## config.mk

```make
export PLATFORM = sky130hd
export DESIGN_NAME = ctl_port
export DESIGN_NICKNAME = d
export VERILOG_FILES = /design/src/rtl/ctl_port_pkg.sv /design/src/rtl/ctl_port_sync.sv /design/src/rtl/ctl_port_rx.sv /design/src/rtl/ctl_port_tx.sv /design/src/rtl/ctl_port.sv
export SDC_FILE = /design/constraint.sdc
export NUM_CORES = 1
export LEC_CHECK = 0
export BUFFER_PORTS_ARGS = -buffer_cell sky130_fd_sc_hd__buf_2
export CAP_MARGIN = 20
export CORE_MARGIN = 5
export CORE_UTILIZATION = 57
export DETAILED_ROUTE_END_ITERATION = 6
export GPL_ROUTABILITY_DRIVEN = 0
export MAX_ROUTING_LAYER = met4
export PLACE_DENSITY = 0.79
export SYNTH_ARGS = -nofsm -noshare
export SYNTH_HDL_FRONTEND = slang
export SYNTH_SLANG_ARGS = --single-unit
```

## constraint.sdc

```tcl
create_clock -name clk -period 2.1 [get_ports clk]
set_input_delay 0.42 -clock clk [delete_from_list [all_inputs] [get_ports clk]]
set_output_delay 0.42 -clock clk [all_outputs]
set_load 0.01 [all_outputs]
```

## src/rtl/ctl_port_pkg.sv

```systemverilog
package ctl_port_pkg;

  typedef enum logic [1:0] {
    SEL_NONE = 2'd0,
    SEL_WR1  = 2'd1,
    SEL_WR2  = 2'd2,
    SEL_RD   = 2'd3
  } sel_e;

  // Idle-time meaning of the return line: 1 means pull low.
  function automatic logic idle_pull(input logic [2:0] doc, input logic unlock,
                                     input logic flag, input logic sd,
                                     input logic st);
    case (doc)
      3'b001:  return unlock;
      3'b010:  return flag;
      3'b101:  return sd;
      3'b110:  return st;
      default: return 1'b0;
    endcase
  endfunction

endpackage

```

## src/rtl/ctl_port_sync.sv

```systemverilog
module ctl_port_sync #(
  parameter int N      = 3,
  parameter int STAGES = 2
) (
  input  logic         clk,
  input  logic         rst_n,
  input  logic [N-1:0] pin,
  output logic [N-1:0] lvl
);
  for (genvar i = 0; i < N; i++) begin : g_bit
    logic [STAGES-1:0] pipe;
    always_ff @(posedge clk or negedge rst_n) begin
      if (!rst_n) pipe <= '0;
      else        pipe <= {pipe[STAGES-2:0], pin[i]};
    end
    assign lvl[i] = pipe[STAGES-1];
  end
endmodule

```

## src/rtl/ctl_port_rx.sv

```systemverilog
module ctl_port_rx #(
  parameter int W = 24,
  localparam int CW = $clog2(W + 1),
  localparam int IW = $clog2(W)
) (
  input  logic          clk,
  input  logic          rst_n,
  input  logic          clr,
  input  logic          take,
  input  logic          din,
  output logic [W-1:0]  word,
  output logic [CW-1:0] cnt
);
  always_ff @(posedge clk or negedge rst_n) begin
    if (!rst_n) begin
      word <= '0;
      cnt  <= '0;
    end else if (clr) begin
      cnt <= '0;
    end else if (take && (cnt < CW'(W))) begin
      word[cnt[IW-1:0]] <= din;
      cnt <= cnt + 1'b1;
    end
  end
endmodule

```

## src/rtl/ctl_port_tx.sv

```systemverilog
module ctl_port_tx #(
  parameter int W = 23,
  localparam int LW = $clog2(W + 1)
) (
  input  logic         clk,
  input  logic         rst_n,
  input  logic         load,
  input  logic [W-1:0] frame,
  input  logic         adv,
  output logic         bit_vld,
  output logic         bit_val
);
  logic [W-1:0]  sr;
  logic [LW-1:0] left;

  always_ff @(posedge clk or negedge rst_n) begin
    if (!rst_n) begin
      sr      <= '0;
      left    <= '0;
      bit_vld <= 1'b0;
      bit_val <= 1'b1;
    end else if (load) begin
      sr      <= frame;
      left    <= LW'(W);
      bit_vld <= 1'b0;
    end else if (adv) begin
      if (left != '0) begin
        bit_val <= sr[0];
        sr      <= {1'b0, sr[W-1:1]};
        left    <= left - 1'b1;
        bit_vld <= 1'b1;
      end else begin
        bit_vld <= 1'b0;
      end
    end
  end
endmodule

```

## src/rtl/ctl_port.sv

```systemverilog
module ctl_port
  import ctl_port_pkg::*;
#(
  parameter int          CFG1_W      = 24,
  parameter int          CFG2_W      = 16,
  parameter int          CNT_W       = 20,
  parameter int          CTE_POS     = 20,
  parameter int          DOC_POS     = 4,
  parameter int          SYNC_STAGES = 2,
  parameter logic [7:0]  ADDR_WR1    = 8'h28,
  parameter logic [7:0]  ADDR_WR2    = 8'h29,
  parameter logic [7:0]  ADDR_RD     = 8'h2A
) (
  input  logic              clk,
  input  logic              rst_n,
  input  logic              ce,
  input  logic              cl,
  input  logic              di,
  input  logic              unlock,
  input  logic              sd_on,
  input  logic              stereo_on,
  input  logic              count_done,
  input  logic [CNT_W-1:0]  count_val,
  output logic              dout_pull,
  output logic [CFG1_W-1:0] cfg1,
  output logic [CFG2_W-1:0] cfg2
);
  localparam int RX_W    = (CFG1_W > CFG2_W) ? CFG1_W : CFG2_W;
  localparam int RXC_W   = $clog2(RX_W + 1);
  localparam int FRAME_W = CNT_W + 3;

  function automatic sel_e decode_sel(input logic [7:0] a);
    if (a == ADDR_WR1) return SEL_WR1;
    if (a == ADDR_WR2) return SEL_WR2;
    if (a == ADDR_RD)  return SEL_RD;
    return SEL_NONE;
  endfunction

  // Frame bit 0 leaves first; counter goes out MSB first after three flags.
  function automatic logic [FRAME_W-1:0] build_frame(
      input logic st, input logic sd, input logic ul,
      input logic [CNT_W-1:0] cnt);
    logic [FRAME_W-1:0] f;
    f[0] = ~st;
    f[1] = ~sd;
    f[2] = ~ul;
    for (int i = 0; i < CNT_W; i++) f[3+i] = cnt[CNT_W-1-i];
    return f;
  endfunction

  // Pin sampling and edge events
  logic [2:0] sync_lvl;
  logic       ce_hi, cl_hi, di_s;
  logic [1:0] prev_q;
  logic       ce_rise, ce_fall, cl_rise, cl_fall;

  ctl_port_sync #(.N(3), .STAGES(SYNC_STAGES)) u_sync (
    .clk(clk), .rst_n(rst_n), .pin({di, cl, ce}), .lvl(sync_lvl)
  );
  assign {di_s, cl_hi, ce_hi} = sync_lvl;

  always_ff @(posedge clk or negedge rst_n) begin
    if (!rst_n) prev_q <= '0;
    else        prev_q <= {cl_hi, ce_hi};
  end

  assign ce_rise = ce_hi & ~prev_q[0];
  assign ce_fall = ~ce_hi & prev_q[0];
  assign cl_rise = cl_hi & ~prev_q[1];
  assign cl_fall = ~cl_hi & prev_q[1];

  // Address phase
  logic [7:0] addr_q;
  sel_e       sel_q;

  always_ff @(posedge clk or negedge rst_n) begin
    if (!rst_n) begin
      addr_q <= '0;
      sel_q  <= SEL_NONE;
    end else begin
      if (cl_rise && !ce_hi) addr_q <= {di_s, addr_q[7:1]};
      if (ce_rise)           sel_q  <= decode_sel(addr_q);
    end
  end

  // Write phase
  logic [RX_W-1:0]  rx_word;
  logic [RXC_W-1:0] rx_cnt;
  logic             wr1_commit, wr2_commit, cte_start;
  logic [CFG1_W-1:0] cfg1_q;
  logic [CFG2_W-1:0] cfg2_q;

  ctl_port_rx #(.W(RX_W)) u_rx (
    .clk(clk), .rst_n(rst_n), .clr(ce_rise), .take(cl_rise && ce_hi),
    .din(di_s), .word(rx_word), .cnt(rx_cnt)
  );

  assign wr1_commit = ce_fall && (sel_q == SEL_WR1) && (rx_cnt >= RXC_W'(CFG1_W));
  assign wr2_commit = ce_fall && (sel_q == SEL_WR2) && (rx_cnt >= RXC_W'(CFG2_W));
  assign cte_start  = wr1_commit && rx_word[CTE_POS] && !cfg1_q[CTE_POS];

  always_ff @(posedge clk or negedge rst_n) begin
    if (!rst_n) begin
      cfg1_q <= '0;
      cfg2_q <= '0;
    end else begin
      if (wr1_commit) cfg1_q <= rx_word[CFG1_W-1:0];
      if (wr2_commit) cfg2_q <= rx_word[CFG2_W-1:0];
    end
  end

  assign cfg1 = cfg1_q;
  assign cfg2 = cfg2_q;

  // Measurement-end flag
  logic end_flag;
  always_ff @(posedge clk or negedge rst_n) begin
    if (!rst_n)                    end_flag <= 1'b0;
    else if (ce_rise || cte_start) end_flag <= 1'b0;
    else if (count_done)           end_flag <= 1'b1;
  end

  // Read phase
  logic rd_active, bit_vld, bit_val;
  assign rd_active = ce_hi && !ce_rise && (sel_q == SEL_RD);

  ctl_port_tx #(.W(FRAME_W)) u_tx (
    .clk(clk), .rst_n(rst_n), .load(ce_rise),
    .frame(build_frame(stereo_on, sd_on, unlock, count_val)),
    .adv(cl_fall && rd_active), .bit_vld(bit_vld), .bit_val(bit_val)
  );

  // Return line
  logic [2:0] doc;
  assign doc = cfg2_q[DOC_POS +: 3];

  always_comb begin
    if (ce_hi) dout_pull = rd_active && bit_vld && !bit_val;
    else       dout_pull = idle_pull(doc, unlock, end_flag, sd_on, stereo_on);
  end

endmodule

```

==> results by group, run 1 <==
Setup path
  – Critical Path AT: 1.59 ns
  – Crit end category: output port
  – Crit-path max FO: 4
  – Reg2Reg Depth: 6
  – Data required, critical path: approximately 1.7 ns
  – CP Launch Type: flip-flop
  – WS Path Type: flip-flop to output port

Cells and area
  – Area Overhead vs Synth: 23.5%
  – Nets: about 500
  – Layout cells sized above 1: 43.6%
  – Design Area, Final: between 6000 and 7000 µm²
  – Fin util: around 72%
  – # diodes: 0

Floorplan
  – Initial Utilization: between 50% and 60%
  – Rows: 34
  – I/O pins: 70
  – Total die area: approximately 11000 µm²
  – Die X: approximately 100 µm
  – Placeable Area: around 8700 µm²
  – Die height: ~100 µm

Route
  – First drt pass iteration count: 5
  – Met2 WL: between 5000 and 6000 µm
  – Detail Route Antenna Nets: 0
  – Vias: approximately 3500
  – # DRC: 0
  – Vias per std cell: 5.94
  – Met3 wire len: 677 µm
  – Detailed Route WL: approximately 11000 µm
  – WL met1: 4920 µm
  – Drt wl/cell: ~18 µm
  – Top routing layer in use: met4
  – First DRT Iteration DRCs: 229

Flow run
  – Max Cap Violations: 0

GRT
  – Largest net degree at the start of global routing: 43
  – First-pass GRT wire length: ~18000 µm
  – Total gr overflow: 0
  – Global Route Usage Sum: a little over a fifth
  – Vias in the first global route: 3549
  – Initial antenna violation count: 0

STA
  – Relative slew slack: between 50% and 60%
  – Hold WS: around 0.017 ns
  – Clock Skews: roughly 0.0073 ns
  – Period Utilization, post-route: 95.5%
  – Worst setup margin: around 0.094 ns
  – F_max: 499 MHz
  – RSZ-0062 raised after global routing: false
  – Worst-Margin Slew: between 0.7 and 0.8 ns
  – Fin. Hold Viols: 0
  – Final-report max-slew violation count: 0
  – Fin crit period: 2.01 ns
  – TNS Setup: 0 ns
  – Setup-failing EPs final: 0

Pwr
  – Lkg Pwr: about 3.0 nW
  – Peak VDD IR: between 0.6 and 0.7 mV
  – Power Dens Cells: around 940 nW/µm²

Yosys
  – Mapped cell area: between 5000 and 6000 µm²
  – Synthesized area per cell: 13.3 µm²
  – Sequential element share of the synthesized area: 58.2%
  – Synth Instances: around 380
  – Mapped Nets: between 400 and 500
  – Seq cells post-synth: between 100 and 150
  – Synth cell types: 48
  – Synth warn: 0

Worst hold path
  – Worst min path class: primary input to flip-flop
  – Hold path depth: 1

CTS
  – Clk_lat worst skew: a little over 0.5 ns
  – Root Driver: clkbuf_8
  – H-tree depth: 4
  – CTS buffer count: 17
  – Sinks on Clock Net: about 120
  – CTS max path bufs: 2
  – Clock-pin slew on the worst setup and hold paths: roughly 0.06 ns
  – CTS tree: yes

Placed design
  – Dpl ws: about 0.15 ns
  – Input/output buffers: 69
  – DP Wirelength: approximately 6800 µm
  – Dpl cell area: between 5000 and 6000 µm²

Outcome
  – Outcome: finished, final reports clean
## power by group
group	internal [mW]	total (mW)	leakage (nW)	switching, mW
logic	0.182	0.334	1.16	0.153
registers	2.42	2.54	1.54	0.115
clock network	2.07	3.05	0.314	0.977
## area by class of cell
type,instances,area [µm²]
flip-flops and latches,118,2960
fillers,569,2450
multi-input cells,235,2000
repair buffers,87,526
clock buffers,23,487
clock inverters,8,144
well taps,108,135
inverters,6,22.5
## stage by stage
stage | instances | total power [mW]
2_1_floorplan | 383 | 2.75
3_3_place_gp | 550 | 2.87
3_5_place_dp | 550 | 2.90
4_1_cts | 582 | 5.94
5_1_grt | 585 | 6.13
6_report | 585 | 5.92
## per-layer routing
metal,vias to the layer above,GRT usage [%]
li1,1584,-
met1,1765,30.5
met2,122,30.2
met3,6,5.77
met4,0,6.01
met5,-,-
## sequential cells by signal, indices dropped and copies added (netlist names)
| name | count |
|---|---|
| cfg2 | 16 |
| prev_q | 2 |
| u_tx.bit_val | 1 |
| sel_q | 2 |
| u_rx.cnt | 5 |
| u_rx.word | 24 |
| u_tx.bit_vld | 1 |
| addr_q | 8 |
| end_flag | 1 |
| u_tx.left | 5 |
| u_tx.sr | 23 |
| u_sync.g_bit.pipe | 6 |
| cfg1 | 24 |
## worst max-delay path: stages, from the launching register on
cell and delay [ns]:
dfrtp_1 0.42, nand2b_1 0.16, o22a_1 0.19, o21ai_1 0.14, buf_2 0.16
## cells in the final DEF, fill, tap and decap left out, drive strengths merged, types with 5 or more instances in the layout
cell and n:
buf 85, nand2b 12, dfrtp 117, nand4 9, o31ai 7, a31oi 6
nand3b 5, ha 5, mux2 73, mux2i 5, and2 16, nor3 14
nor2 9, a221o 18, clkbuf 23, nor2b 5, nor4 8, inv 6
nand2 12
## what timing repair did
action	in CTS	in global routing
hold endpoints to repair	34	1
hold buffers	1	1
endpoints found under the setup margin	1	1
buffers inserted	0	2
resized for setup	3	2
## cell usage after synthesis (all sizes together)
cell type | n | area [µm²]
nor2 | 9 | 33.8
mux2i | 5 | 50.1
and3 | 1 | 6.26
o2111a | 1 | 11.3
nand2b | 12 | 75.1
nor4b | 2 | 32.5
inv | 6 | 22.5
mux2 | 73 | 822
nand2 | 12 | 45.0
o22ai | 1 | 6.26
o22a | 1 | 8.76
nand4b | 1 | 8.76
buf | 10 | 58.8
o32ai | 1 | 8.76
and2 | 16 | 100
nand3 | 4 | 20.0
nand4 | 9 | 56.3
a21oi | 1 | 5.00
a22oi | 1 | 7.51
nor4 | 8 | 50.1
nor3b | 2 | 25.0
xnor2 | 1 | 8.76
and4 | 1 | 8.76
o41ai | 1 | 8.76
nand3b | 5 | 37.5
a21o | 1 | 7.51
a31oi | 6 | 52.6
dfrtp | 117 | 2930
clkbuf | 14 | 52.6
a31o | 1 | 8.76
ha | 5 | 62.6
o21ai | 4 | 20.0
nor2b | 5 | 31.3
or4b | 1 | 10.0
dfstp | 1 | 26.3
and3b | 1 | 8.76
and4b | 1 | 10.0
a221o | 18 | 191
o31ai | 7 | 52.6
a41oi | 2 | 17.5
o311ai | 1 | 8.76
nor3 | 14 | 70.1
## cell families (layout without fill, tap and decap cells)
kind of cell	after synthesis	in the layout	synth area share, %
mux	78	78	17.2
flops	118	118	58.2
xor+xnor	1	1	0.173
simple gates	104	104	12.4
fa+ha+maj	5	5	1.23
buf+inv	30	124	2.64
compound gates	47	47	8.18
## final timing paths
kind	start	endpoint	slack, ns
min in group asynchronous	rst_n	cfg1[11]	0.42
max in group asynchronous	rst_n	u_tx.bit_val	1.02
worst max register to register	u_tx.left[0]	u_tx.sr[1]	0.12
worst max-delay path	cfg2[4]	dout_pull	0.09
worst min register to register	u_sync.g_bit[2].pipe[0]	u_sync.g_bit[2].pipe[1]	0.35
worst min-delay path	di	u_sync.g_bit[2].pipe[0]	0.02
(Power assumes the default switching activity.)
==> run 2: changes to the inputs <==
--- a/config.mk
+++ b/config.mk
@@ -8,11 +8,11 @@
 export BUFFER_PORTS_ARGS = -buffer_cell sky130_fd_sc_hd__buf_2
 export CAP_MARGIN = 20
 export CORE_MARGIN = 5
-export CORE_UTILIZATION = 57
+export CORE_UTILIZATION = 51
 export DETAILED_ROUTE_END_ITERATION = 6
 export GPL_ROUTABILITY_DRIVEN = 0
 export MAX_ROUTING_LAYER = met4
-export PLACE_DENSITY = 0.79
+export PLACE_DENSITY = 0.75
 export SYNTH_ARGS = -nofsm -noshare
 export SYNTH_HDL_FRONTEND = slang
 export SYNTH_SLANG_ARGS = --single-unit
==> constraint.sdc (replaced) <==
create_clock -name clk -period 1.62 [get_ports clk]
set_input_delay 0.324 -clock clk [delete_from_list [all_inputs] [get_ports clk]]
set_output_delay 0.324 -clock clk [all_outputs]
set_load 0.01 [all_outputs]
==> results by group, run 2 (synthesis gave the netlist of run 1 again) <==
CTS
  – CTS tree: yes
  – CTS buffer count: 17
  – Sinks on Clock Net: around 120
  – CTS max path bufs: 2
  – Root Driver: clkbuf_8
  – Clock-pin slew on the worst setup and hold paths: approximately 0.06 ns
  – Clk_lat worst skew: about 0.52 ns
  – H-tree depth: 4

STA
  – Period Utilization, post-route: 120%
  – RSZ-0062 raised after global routing: true
  – Fin. Hold Viols: 0
  – Worst setup margin: -0.330 ns
  – Setup-failing EPs final: 80
  – Worst-Margin Slew: 0.916 ns
  – Fin crit period: between 1.5 and 2 ns
  – Clock Skews: between 0.006 and 0.007 ns
  – Final-report max-slew violation count: 0
  – Relative slew slack: 38.9%
  – F_max: 513 MHz

Placed design
  – Dpl ws: -0.0344 ns
  – Inst Count DP: 606
  – Input/output buffers: slightly below 70
  – DP Wirelength: approximately 7600 µm

Outcome
  – Outcome: finished, violations left
  – Failing checks: setup timing

Pwr
  – Lkg Pwr: 3.46 nW
  – Power Dens Cells: 1010 nW/µm²
  – Peak VDD IR: just over 0.7 mV

Setup path
  – WP buf/inv: 2
  – Worst path max stage delay: about 0.38 ns
  – Data required, critical path: about 1.3 ns
  – CP Launch Type: flip-flop
  – Critical Path AT: 1.63 ns
  – CP max-delay cell: dfrtp_1
  – WS Path Type: flip-flop to output port
  – Crit end category: output port
  – Family with the most delay on the worst path: flip-flops
  – Crit-path cells: buf_4 -> and4_4 -> nand3b_1 -> o21ai_2 -> buf_2
  – Crit-path max FO: 6

Floorplan
  – Total die area: approximately 12000 µm²
  – I/O pins: 70
  – Rows: 36
  – Placeable Area: between 9000 and 10000 µm²
  – Initial Utilization: 52.2%
  – Die X: 110 µm
  – Die height: roughly 110 µm

Route
  – Drt wl/cell: around 21 µm
  – Detail Route Antenna Nets: 0
  – Vias per std cell: between 5 and 6
  – Vias: 3847
  – Detailed Route WL: about 14000 µm
  – First DRT Iteration DRCs: 329
  – # DRC: 0
  – First drt pass iteration count: 7

Flow run
  – Max Cap Violations: 0

Cells and area
  – Storage cell area: 2960 µm²
  – Filler cells: 560
  – Layout cells sized above 1: between 50% and 60%
  – Multi-input logic area: 2560 µm²
  – Area Overhead vs Synth: 43.7%
  – Post-route insts no fill: ~660
  – Most frequent cells in the layout: dfrtp_1, buf_2, mux2_4, buf_4, clkbuf_16
  – # diodes: 0
  – Nets: roughly 550
  – Most common cell after layout, fill and taps aside: dfrtp_1

GRT
  – Largest net degree at the start of global routing: 69
  – Vias in the first global route: ~3700
  – Total gr overflow: 0
  – First-pass GRT wire length: about 19000 µm
  – Initial antenna violation count: 0
  – Global Route Usage Sum: 21.1%

Worst hold path
  – Worst min path class: primary input to flip-flop
[run 2: area by class of cell]
cell class / instances / share of cell area, %
clock buffer: 17 / 5.68
clock inverter: 15 / 2.01
inverter: 6 / 0.309
multi-input combinational: 235 / 35.1
sequential: 118 / 40.5
tap: 133 / 2.28
timing repair buffer: 134 / 14.1
[run 2: final timing paths]
| kind | from | slack (ns) | end | cells past startpoint |
|---|---|---|---|---|
| worst min register to register | u_sync.g_bit[1].pipe[0] | 0.35 | u_sync.g_bit[1].pipe[1] | 0 |
| worst max-delay path | u_sync.g_bit[0].pipe[1] | -0.33 | dout_pull | 5 |
| worst min-delay path | count_val[0] | 0.02 | u_tx.sr[22] | 3 |
| worst max register to register | u_sync.g_bit[0].pipe[1] | -0.19 | cfg1[16] | 6 |
| min in group asynchronous | rst_n | 0.34 | u_sync.g_bit[2].pipe[0] | 3 |
| max in group asynchronous | rst_n | 0.89 | u_tx.bit_val | 3 |
[run 2: worst register-to-register path, cell delays in order, from the launching register on]
cell and delay (ns):
dfrtp_1 0.40, buf_6 0.13, nand3b_1 0.20, buf_4 0.17
nor2_4 0.26, clkbuf_16 0.24, mux2_4 0.30
[run 2: routing by layer]
layer | GRT usage [%] | vias to the layer above | wire length (µm)
met2 | 33.1 | 156 | 7040
met4 | 6.32 | 0 | 389
li1 | - | 1675 | -
met5 | - | - | 0
met1 | 27.4 | 1974 | 5810
met3 | 5.34 | 42 | 783
[run 2: repair_timing]
item	in CTS	in global routing
buffers inserted	5	9
gates resized for setup	40	85
hold buffers	4	0
gates cloned	0	3
pin swaps	4	18
setup endpoints to repair	43	84
hold endpoints to repair	120	0
[run 2: stage by stage]
| step | util (%) | power [mW] | hold WS (ns) | TNS [ns] | cell area [µm²] |
|---|---|---|---|---|---|
| finish | 75.0 | 7.39 | 0.0239 | -9.90 | 7290 |
| global route | 75.0 | 7.66 | 0.0292 | -13.71 | 7290 |
| CTS | 69.7 | 7.34 | 0.0124 | -2.71 | 6780 |
| detailed placement | 61.4 | 3.80 | 0.337 | -0.520 | 5980 |
| global placement | 61.4 | 3.76 | 0.340 | -0.0116 | 5980 |
| floorplan | - | 3.56 | 0.0284 | -3.31 | 5180 |
[run 2: where the power goes]
part | switching (mW) | internal (mW)
Clock | 1.48 | 2.07
Combinational | 0.259 | 0.298
Sequential | 0.149 | 3.13
